### src/rtl/ser_status_pkg.sv
package ser_status_pkg;
  typedef enum logic [1:0] {
    MODE_OFF     = 2'd0,
    MODE_3W      = 2'd1,
    MODE_2W      = 2'd2,
    MODE_2W_HOLD = 2'd3
  } wire_mode_e;

  localparam int unsigned NUM_FLAGS = 3;
  localparam int unsigned FLG_STOP  = 0;
  localparam int unsigned FLG_OVF   = 1;
  localparam int unsigned FLG_START = 2;

  function automatic logic is_two_wire(input logic [1:0] mode);
    return mode[1];
  endfunction
endpackage

### src/rtl/ser_line_evt.sv
module ser_line_evt (
  input  logic clk_i,
  input  logic rst_ni,
  input  logic scl_i,
  input  logic sda_i,
  output logic start_o,
  output logic stop_o
);
  logic scl_q, sda_q;

  // idle bus is high on both lines
  always_ff @(posedge clk_i or negedge rst_ni) begin
    if (!rst_ni) begin
      scl_q <= 1'b1;
      sda_q <= 1'b1;
    end else begin
      scl_q <= scl_i;
      sda_q <= sda_i;
    end
  end

  assign start_o = scl_q & scl_i & sda_q & ~sda_i;
  assign stop_o  = scl_q & scl_i & ~sda_q & sda_i;
endmodule

### src/rtl/ser_edge_counter.sv
module ser_edge_counter #(
  parameter int unsigned CNT_W = 4
) (
  input  logic             clk_i,
  input  logic             rst_ni,
  input  logic             inc_i,
  input  logic             ld_i,
  input  logic [CNT_W-1:0] ld_val_i,
  output logic [CNT_W-1:0] cnt_o,
  output logic             inc_o,
  output logic             wrap_o
);
  localparam logic [CNT_W-1:0] CNT_ONE = CNT_W'(1);

  logic [CNT_W-1:0] cnt_q;

  assign inc_o  = inc_i & ~ld_i;
  assign wrap_o = inc_o & (&cnt_q);

  always_ff @(posedge clk_i or negedge rst_ni) begin
    if (!rst_ni)    cnt_q <= '0;
    else if (ld_i)  cnt_q <= ld_val_i;
    else if (inc_i) cnt_q <= cnt_q + CNT_ONE;
  end

  assign cnt_o = cnt_q;
endmodule

### src/rtl/ser_flag.sv
module ser_flag (
  input  logic clk_i,
  input  logic rst_ni,
  input  logic set_i,
  input  logic clr_i,
  output logic q_o
);
  logic q;

  // set beats clear so an event is never lost
  always_ff @(posedge clk_i or negedge rst_ni) begin
    if (!rst_ni) q <= 1'b0;
    else         q <= set_i | (q & ~clr_i);
  end

  assign q_o = q;
endmodule

### src/rtl/ser_status_flags.sv
module ser_status_flags
  import ser_status_pkg::*;
#(
  parameter int unsigned CNT_W = 4,
  localparam int unsigned REG_W = CNT_W + 4
) (
  input  logic             clk_i,
  input  logic             rst_ni,
  input  logic [1:0]       wire_mode_i,
  input  logic             edge_i,
  input  logic             scl_i,
  input  logic             sda_i,
  input  logic             collision_i,
  input  logic             wr_en_i,
  input  logic [REG_W-1:0] wr_data_i,
  input  logic             start_ie_i,
  input  logic             ovf_ie_i,
  input  logic             glb_ie_i,
  output logic [REG_W-1:0] status_o,
  output logic             start_irq_o,
  output logic             ovf_irq_o,
  output logic             scl_hold_o
);
  localparam int unsigned FLG_LSB = CNT_W + 1;

  logic                 start_evt, stop_evt;
  logic [CNT_W-1:0]     cnt;
  logic                 cnt_inc, cnt_wrap;
  logic                 two_wire;
  logic [NUM_FLAGS-1:0] flg_set, flg_clr, flg_q;
  logic                 unused_ro_bit;

  assign two_wire      = is_two_wire(wire_mode_i);
  assign unused_ro_bit = wr_data_i[CNT_W];

  ser_line_evt u_line (
    .clk_i   (clk_i),
    .rst_ni  (rst_ni),
    .scl_i   (scl_i),
    .sda_i   (sda_i),
    .start_o (start_evt),
    .stop_o  (stop_evt)
  );

  ser_edge_counter #(.CNT_W(CNT_W)) u_cnt (
    .clk_i    (clk_i),
    .rst_ni   (rst_ni),
    .inc_i    (edge_i),
    .ld_i     (wr_en_i),
    .ld_val_i (wr_data_i[CNT_W-1:0]),
    .cnt_o    (cnt),
    .inc_o    (cnt_inc),
    .wrap_o   (cnt_wrap)
  );

  always_comb begin
    flg_set            = '0;
    flg_set[FLG_STOP]  = stop_evt;
    flg_set[FLG_OVF]   = cnt_wrap;
    flg_set[FLG_START] = two_wire ? start_evt : cnt_inc;
  end

  for (genvar g = 0; g < NUM_FLAGS; g++) begin : g_flag
    assign flg_clr[g] = wr_en_i & wr_data_i[FLG_LSB+g];
    ser_flag u_flag (
      .clk_i  (clk_i),
      .rst_ni (rst_ni),
      .set_i  (flg_set[g]),
      .clr_i  (flg_clr[g]),
      .q_o    (flg_q[g])
    );
  end

  assign status_o    = {flg_q, collision_i, cnt};
  assign start_irq_o = flg_q[FLG_START] & start_ie_i & glb_ie_i;
  assign ovf_irq_o   = flg_q[FLG_OVF] & ovf_ie_i & glb_ie_i;
  assign scl_hold_o  = two_wire & (flg_q[FLG_START] | flg_q[FLG_OVF]);
endmodule

### config.mk
export PLATFORM = sky130hd
export DESIGN_NAME = ser_status_flags
export DESIGN_NICKNAME = d
export VERILOG_FILES = /design/src/rtl/ser_status_pkg.sv /design/src/rtl/ser_line_evt.sv /design/src/rtl/ser_edge_counter.sv /design/src/rtl/ser_flag.sv /design/src/rtl/ser_status_flags.sv
export SDC_FILE = /design/constraint.sdc
export NUM_CORES = 1
export LEC_CHECK = 0
export BUFFER_PORTS_ARGS = -buffer_cell sky130_fd_sc_hd__buf_2
export CORE_MARGIN = 2
export CORE_UTILIZATION = 30
export DETAILED_ROUTE_END_ITERATION = 6
export GPL_ROUTABILITY_DRIVEN = 1
export PLACE_DENSITY = 0.64
export SLEW_MARGIN = 30
export SYNTH_ARGS = -nofsm -noshare
export SYNTH_HDL_FRONTEND = slang
export SYNTH_HIERARCHICAL = 1
export SYNTH_SLANG_ARGS = --single-unit
### constraint.sdc
create_clock -name clk_i -period 1.37 [get_ports clk_i]
set_input_delay 0 -clock clk_i [delete_from_list [all_inputs] [get_ports clk_i]]
set_output_delay 0 -clock clk_i [all_outputs]
set_load 0.05 [all_outputs]
==> impl_results.md, run 1 <==
* Leak pwr at around 0.4 nW
* Simple-gate share of the synthesized area at 20.8%
* Layout cells sized above 1 at 45.5%
* CP Launch Type: primary input
* Resize count post-CTS at 0
* Sequential cell area fraction in the yosys report at 49.2%
* Clock slew at reported path FFs at ~0.070 ns
* Crit end category: flip-flop
* Wire length per cell at between 10 and 15 um
* Mapped Avg Cell Area at about 11 um^2
* Number of buffers created by CTS at 3
* Vias in the first global route at approximately 400
* Clock Latency Late Sink at 0.26 ns
* Tightest Pin Transition at between 0.2 and 0.25 ns
* CTS tree: built
* H-tree depth at 1
* Dominant cells by area after synthesis: dfrtp_1 (38%), dfstp_2 (11%), a21o_1 (4.9%), and4b_1 (4.3%), and2_1 (4.1%)
* Final setup viols at 0
* Post-synth top area share at roughly 38%
* Worst Skew at between 0.0004 and 0.0005 ns
* Antenna cells at 0
* Worst Hold Depth at 0
* Slowest CP cell: dlygate4sd3_1
* Hold_sp: collision_i
* Setup TNS Final at 0 ns
* Initial core utilization at around a third
* Post-synth EDFFs at 0
* Rows at 14
* Cell family with most CP delay: buffers and inverters
* R2R cell count at 4
* Initial antenna violation count at 0
* Post-Synthesis Cell Area at ~460 um^2
* Fin. Hold Viols at 0
* Cell with the most instances after synthesis: dfrtp_1
* Crit-path max FO at 3
* Max_slew headroom at between 80 and 90%
* Start of the worst register-to-register path: u_cnt/cnt_o[0]
* Total gr overflow at 0
* R2r endpoint: u_cnt/cnt_o[2]
* Multiplexer share of the synthesized area at around 7.8%
* Io pins at 31
* Routed vias/inst at ~4.4
* Hold Crit Class: primary input to output pin
* Yosys reg bits at 9
* Max Cap Viol at 0
* Post-Syn Nets at 62
* Final wirelength at ~960 um
* Final RePlAce weighted congestion at 0.701
* Compound-Gate Fraction of Synth Area at roughly 9.7%
* Max IR drop VDD at 463 uV
* Fin crit share at 78.2%
* Max-slew violations at 0
* Starting DRT DRC Count at 3
* Hold EP: status_o[4]
* Pin count of the biggest net entering global routing at 12
* Status: complete, no violations
* Crit path DAT at 1.23 ns
* First-pass GRT wire length at ~1600 um
* Remaining antenna violation count after routing at 0
* DRC violations left at 0
* R2r setup slk at roughly 0.30 ns
* First-pass iteration count of the detailed router at 4
* Cell-by-cell trace of the critical path: dlygate4sd3_1 > buf_2 > and4b_1 > mux2_4 > a21o_1
* Core Area at roughly 1500 um^2
* CTS sink count at 9
* Synthesized-area fraction occupied by xor and xnor cells at roughly 5.7%
* Final min period at approximately 1.1 ns
* Post-CTS setup buffers at 0
* Unrepaired setup endpoints after global routing: no
* Largest family of logic cells by synthesized area: simple AND/OR/NAND/NOR gates
* Root Driver: clkbuf_4
* Die width at ~43 um
* Area Overhead vs Synth at 51.6%
* Adder-cell share of the synthesized area at under 10%
* Yosys Warn Count at 6
* Post-synth ARST share at 100%
* Total GRT Usage at between 10% and 20%
* Dominant cell type by area after synthesis: dfrtp_1
* Hold-fix buffers at CTS at 7
* Crit path buf inv count at 2
* Layout Nets at 99
* CTS Buffer Depth at 2
* # port buffers at 26
* Synth Instances at between 40 and 50
* Power Dens Cells at 1120 nW/um^2
* Post-detail-place hpwl at 741 um
* Max frequency at about 0.93 GHz
* Tot Pwr at slightly below 0.8 mW
* Die ar. at around 1900 um^2
* Synth cell count leaders: dfrtp_1 (7), nand2_1 (4)
* Vias at about 410
* CP peak stage delay at roughly 0.53 ns
* Count of different cell masters after synthesis at 20
* Required @ worst endpoint at about 1.5 ns
* Crit Path Class: primary input to flip-flop
* Most common flop cell mapped by yosys: dfrtp_1
* Die height at between 40 and 50 um
-- how the worst max path moves through the flow --
| stage | start | endpoint | slack (ns) | depth (start not counted) |
|---|---|---|---|---|
| floorplan | u_cnt/cnt_o[2] | u_cnt/cnt_o[3] | 0.02 | 3 |
| detailed placement | u_cnt/cnt_o[0] | u_cnt/cnt_o[1] | 0.30 | 3 |
| CTS | u_cnt/cnt_o[0] | u_cnt/cnt_o[1] | 0.29 | 3 |
| global route | u_cnt/cnt_o[0] | u_cnt/cnt_o[1] | 0.23 | 3 |
| global placement | u_cnt/cnt_o[0] | u_cnt/cnt_o[2] | 0.31 | 4 |
| finish | scl_i | g_flag[2].u_flag/q_o | 0.30 | 5 |
-- cell usage in the layout (no fill, tap or decap) --
cell,n
and4_1,1
o21a_1,1
mux2_2,1
and2_1,3
nor2b_2,1
clkbuf_1,1
inv_1,3
dfstp_2,2
mux2i_1,1
mux2_4,1
a21o_1,3
xnor2_1,2
xor2_1,1
ha_1,1
dlygate4sd3_1,7
o21ai_0,3
clkbuf_4,3
and4b_1,2
nand4_2,1
and3_1,2
nand2_1,4
dfrtp_1,7
buf_2,26
-- area by class of cell --
| type | instances | area, um^2 |
|---|---|---|
| timing repair buffer | 33 | 200 |
| inverter | 3 | 11.3 |
| fill | 158 | 769 |
| multi-input combinational | 28 | 216 |
| sequential | 9 | 228 |
| clock buffer | 4 | 26.3 |
| tap | 16 | 20.0 |
-- where the power goes --
| group | internal [mW] | switching, mW | total, mW |
|---|---|---|---|
| clock | 0.113 | 0.103 | 0.216 |
| sequential | 0.296 | 0.0263 | 0.322 |
| combinational | 0.0877 | 0.159 | 0.246 |
-- layer usage --
metal,GRT usage (%),routed length [um]
met1,14.2,437
met5,0,0
met2,17.6,404
met3,2.55,99
met4,9.09,22
-- state kept, by name (all words and copies together) (netlist names) --
name,flops
u_cnt/cnt_o,4
g_flag.u_flag/q_o,3
u_line/scl_q,1
u_line/sda_q,1
-- metrics by stage --
step	util [%]	area [um^2]	setup WS [ns]	std cells	hold WS (ns)
floorplan	-	463	0.0205	41	-0.296
global placement	41.2	606	0.312	82	-0.136
detailed placement	41.2	606	0.304	82	-0.137
CTS	47.7	702	0.292	93	0.000782
global route	47.7	702	0.231	93	0.000208
finish	47.7	702	0.299	93	0.000385
-- logic make-up (layout without fill, tap and decap cells) --
kind of cell / Yosys count / after routing
muxes: 3 / 3
xor gates and xnor gates: 3 / 3
DFF: 9 / 9
buffers and inverters: 4 / 40
adders and majority gates: 1 / 1
and+or+nand+nor: 14 / 14
AOI/OAI and AO/OA: 7 / 7
No activity file was read; power rests on OpenSTA's default activity.
==> run 2, diff against run 1 <==
clock period = 1.1 ns   (was 1.37 ns; I/O delays follow)
==> run 2 against run 1 <==
Compared with the run above: cell count is 2.2% lower; register-to-register slack worse by 0.25 ns; global-route usage is 0.087 points lower; critical path depth is 2 lower; clock-buffer cell count stayed put; non-clock buffer count is 2 lower; sequential share of layout area is 0.13 points higher; sequential power is 25% higher; die area stayed put; first-iteration DRC count is 67% lower; total power is 24% higher; clock skew is 0.0035 ns higher.
==> impl_results.md, run 2 (synthesis gave the netlist of run 1 again) <==
* Sw Pwr at 0.348 mW (+21%)
* Area after DPL at 613 um^2 (+1.2%)
* Number of buffers created by CTS at 3 (unchanged)
* Worst Hold Depth at 0 (unchanged)
* Initial antenna violation count at 0 (unchanged)
* First-pass GRT wire length at 1560 um (-1.8%)
* R2R cell count at 3 (-1)
* CTS sink count at 9 (unchanged)
* Max_slew headroom at 83.3% (-0.25 points)
* Die ar. at 1870 um^2 (unchanged)
* Hold_sp: collision_i
* Max frequency at between 0.9 and 1 GHz
* Area Overhead vs Synth at 53.5%
* Status: complete, no violations
* Initial core utilization at 31.5% (unchanged)
* Die height at 43.3 um (unchanged)
* Crit path buf inv count at 0 (-2)
* Pin count of the biggest net entering global routing at 12 (unchanged)
* Final Core Density at 48.3% (+0.60 points)
* # port buffers at 26 (unchanged)
* CTS tree: built
* R2r setup slk at 0.04 ns (-0.25 ns)
* Final wirelength at 1020 um (+5.6%)
* Io pins at 31 (unchanged)
* Crit end category: flip-flop
* Required @ worst endpoint at 1.25 ns (-0.28 ns)
* R2r endpoint: g_flag[2].u_flag/q_o
* Share of total power in the clock network at 26.2% (-1.3 points)
* Filler cells at 152 (-3.8%)
* Crit-path max FO at 2 (-1)
* Tightest Pin Transition at 0.252 ns (+0.00373 ns)
* Post-route cell area at 711 um^2 (+1.2%)
* Hold Crit Class: primary input to output pin
* Die width at 43.3 um (unchanged)
* Max Cap Viol at 0 (unchanged)
* Pint at 0.626 mW (+26%)
* Share of power burned in registers at 41.4% (+0.3 points)
* Combinational share of power at 32.4% (+1.0 points)
* Layout cells sized above 1 at 53.3% (+7.9 points)
* Crit Path Class: flip-flop to flip-flop
* Vias at 410 (+0.74%)
* Power Dens Cells at 1370 nW/um^2 (+23%)
* Unrepaired setup endpoints after global routing: no
* Fin crit share at between 90% and 100%
* Worst Skew at 0.00395 ns (+0.00350 ns)
* Final min period at between 1 and 1.5 ns
* Clock slew at reported path FFs at 0.06 ns (about the same)
* Root Driver: clkbuf_4
* CP Launch Type: flip-flop
* Start of the worst register-to-register path: u_line/scl_q
* Slowest CP cell: dfstp_2
* Starting DRT DRC Count at 1 (-2)
* Post-CTS setup buffers at 0 (unchanged)
* Post-detail-place hpwl at 741 um (about the same)
* Vias in the first global route at 374 (-4.8%)
* Layout Nets at 97 (-2.0%)
* Sw Ratio at 35.8% (-0.96 points)
* Cell-by-cell trace of the critical path: and4b_1 > mux2_4 > a21o_1
* Fin. Hold Viols at 0 (unchanged)
* Remaining antenna violation count after routing at 0 (unchanged)
* Clock Latency Late Sink at 0.25 ns (about the same)
* H-tree depth at 1 (unchanged)
* Crit path DAT at 1.20 ns (-0.03 ns)
* Core Area at 1470 um^2 (unchanged)
* Total gr overflow at 0 (unchanged)
* Most common cell after layout, fill and taps aside: buf_2
* Tot Pwr at 0.974 mW (+24%)
* Wire length per cell at 11.2 um (+7.9%)
* Hold EP: status_o[4]
* Routed vias/inst at 4.51 (+3.0%)
* Cell family with most CP delay: flip-flops
* Rows at 14 (unchanged)
* Antenna cells at 0 (unchanged)
* Most frequent cells in the layout: buf_2 (22), dlygate4sd3_1 (7), clkbuf_4 (4), dfrtp_1 (4), nand2_1 (4)
* CTS Buffer Depth at 2 (unchanged)
* First-pass iteration count of the detailed router at 3 (-1)
* Max FFs per register at 4 (unchanged)
* Max IR drop VDD at 625 uV (+35%)
* Total GRT Usage at 11.6% (-0.087 points)
* Leak pwr at 0.378 nW (-3.0%)
* CP peak stage delay at 0.37 ns (-0.16 ns)
* Final RePlAce weighted congestion at 0.720 (+2.8%)
* Max-slew violations at 0 (unchanged)
* DRC violations left at 0 (unchanged)
* Final setup viols at 0 (unchanged)
-- run 2: cell count changes in the layout (fill, tap and decap cells not counted), moves of 2 or more --
cell,before,now
dfrtp_1,7,4
and3_2,0,2
and3_1,2,0
buf_2,26,22
o21ai_0,3,1
dfrtp_2,0,3
o21ai_1,0,2
-- run 2: power by group through the flow --
stage	clock, mW	sequential [mW]	combinational [mW]
finish	0.255	0.404	0.316
global route	0.287	0.410	0.338
CTS	0.266	0.404	0.315
detailed placement	0	0.410	0.295
global placement	0	0.409	0.291
floorplan	0	0.516	0.104
-- run 2: worst max path at each step --
stage	slack, ns	cells past startpoint	from	to
2_1_floorplan	-0.08	3	u_cnt/cnt_o[2]	u_cnt/cnt_o[3]
3_3_place_gp	0.05	4	u_cnt/cnt_o[0]	u_cnt/cnt_o[2]
3_5_place_dp	0.04	3	u_cnt/cnt_o[0]	u_cnt/cnt_o[1]
4_1_cts	0.01	2	g_flag[1].u_flag/q_o	scl_hold_o
5_1_grt	0.001	2	g_flag[2].u_flag/q_o	start_irq_o
6_report	0.04	3	u_line/scl_q	g_flag[2].u_flag/q_o
-- run 2: layout make-up --
cell class / count / area, um^2 / share of cell area (%)
Clock buffer: 4 / 26.3 / 3.70
Inverter: 3 / 11.3 / 1.58
Multi-Input combinational cell: 28 / 223 / 31.3
Sequential cell: 9 / 231 / 32.6
Tap cell: 16 / 20.0 / 2.82
Timing Repair Buffer: 31 / 199 / 28.0
-- run 2: what timing repair did --
action,4_1_cts,5_1_grt
gates resized for setup,0,6
setup endpoints to repair,0,4
endpoints found under the hold margin,15,0
hold buffers,7,0
-- run 2: through the flow --
step                      worst slack [ns]  setup TNS (ns)  cells  hold WS (ns)
after floorplan                    -0.0801          -0.222     41        -0.296
after global placement              0.0535               0     82        -0.139
after detailed placement            0.0434               0     82        -0.136
after CTS                          0.00951               0     93      0.000813
after global routing              0.000977               0     91      0.000213
final                               0.0449               0     91      0.000391
-- run 2: per-layer routing --
layer	track usage, %	part of all wire (%)	routed length [um]	vias to the layer above
met5	0	0	0	-
met4	9.09	2.5	25	0
met3	2.55	7.2	73	2
met2	18.2	49	498	17
met1	13.4	41	421	183
li1	-	-	-	208
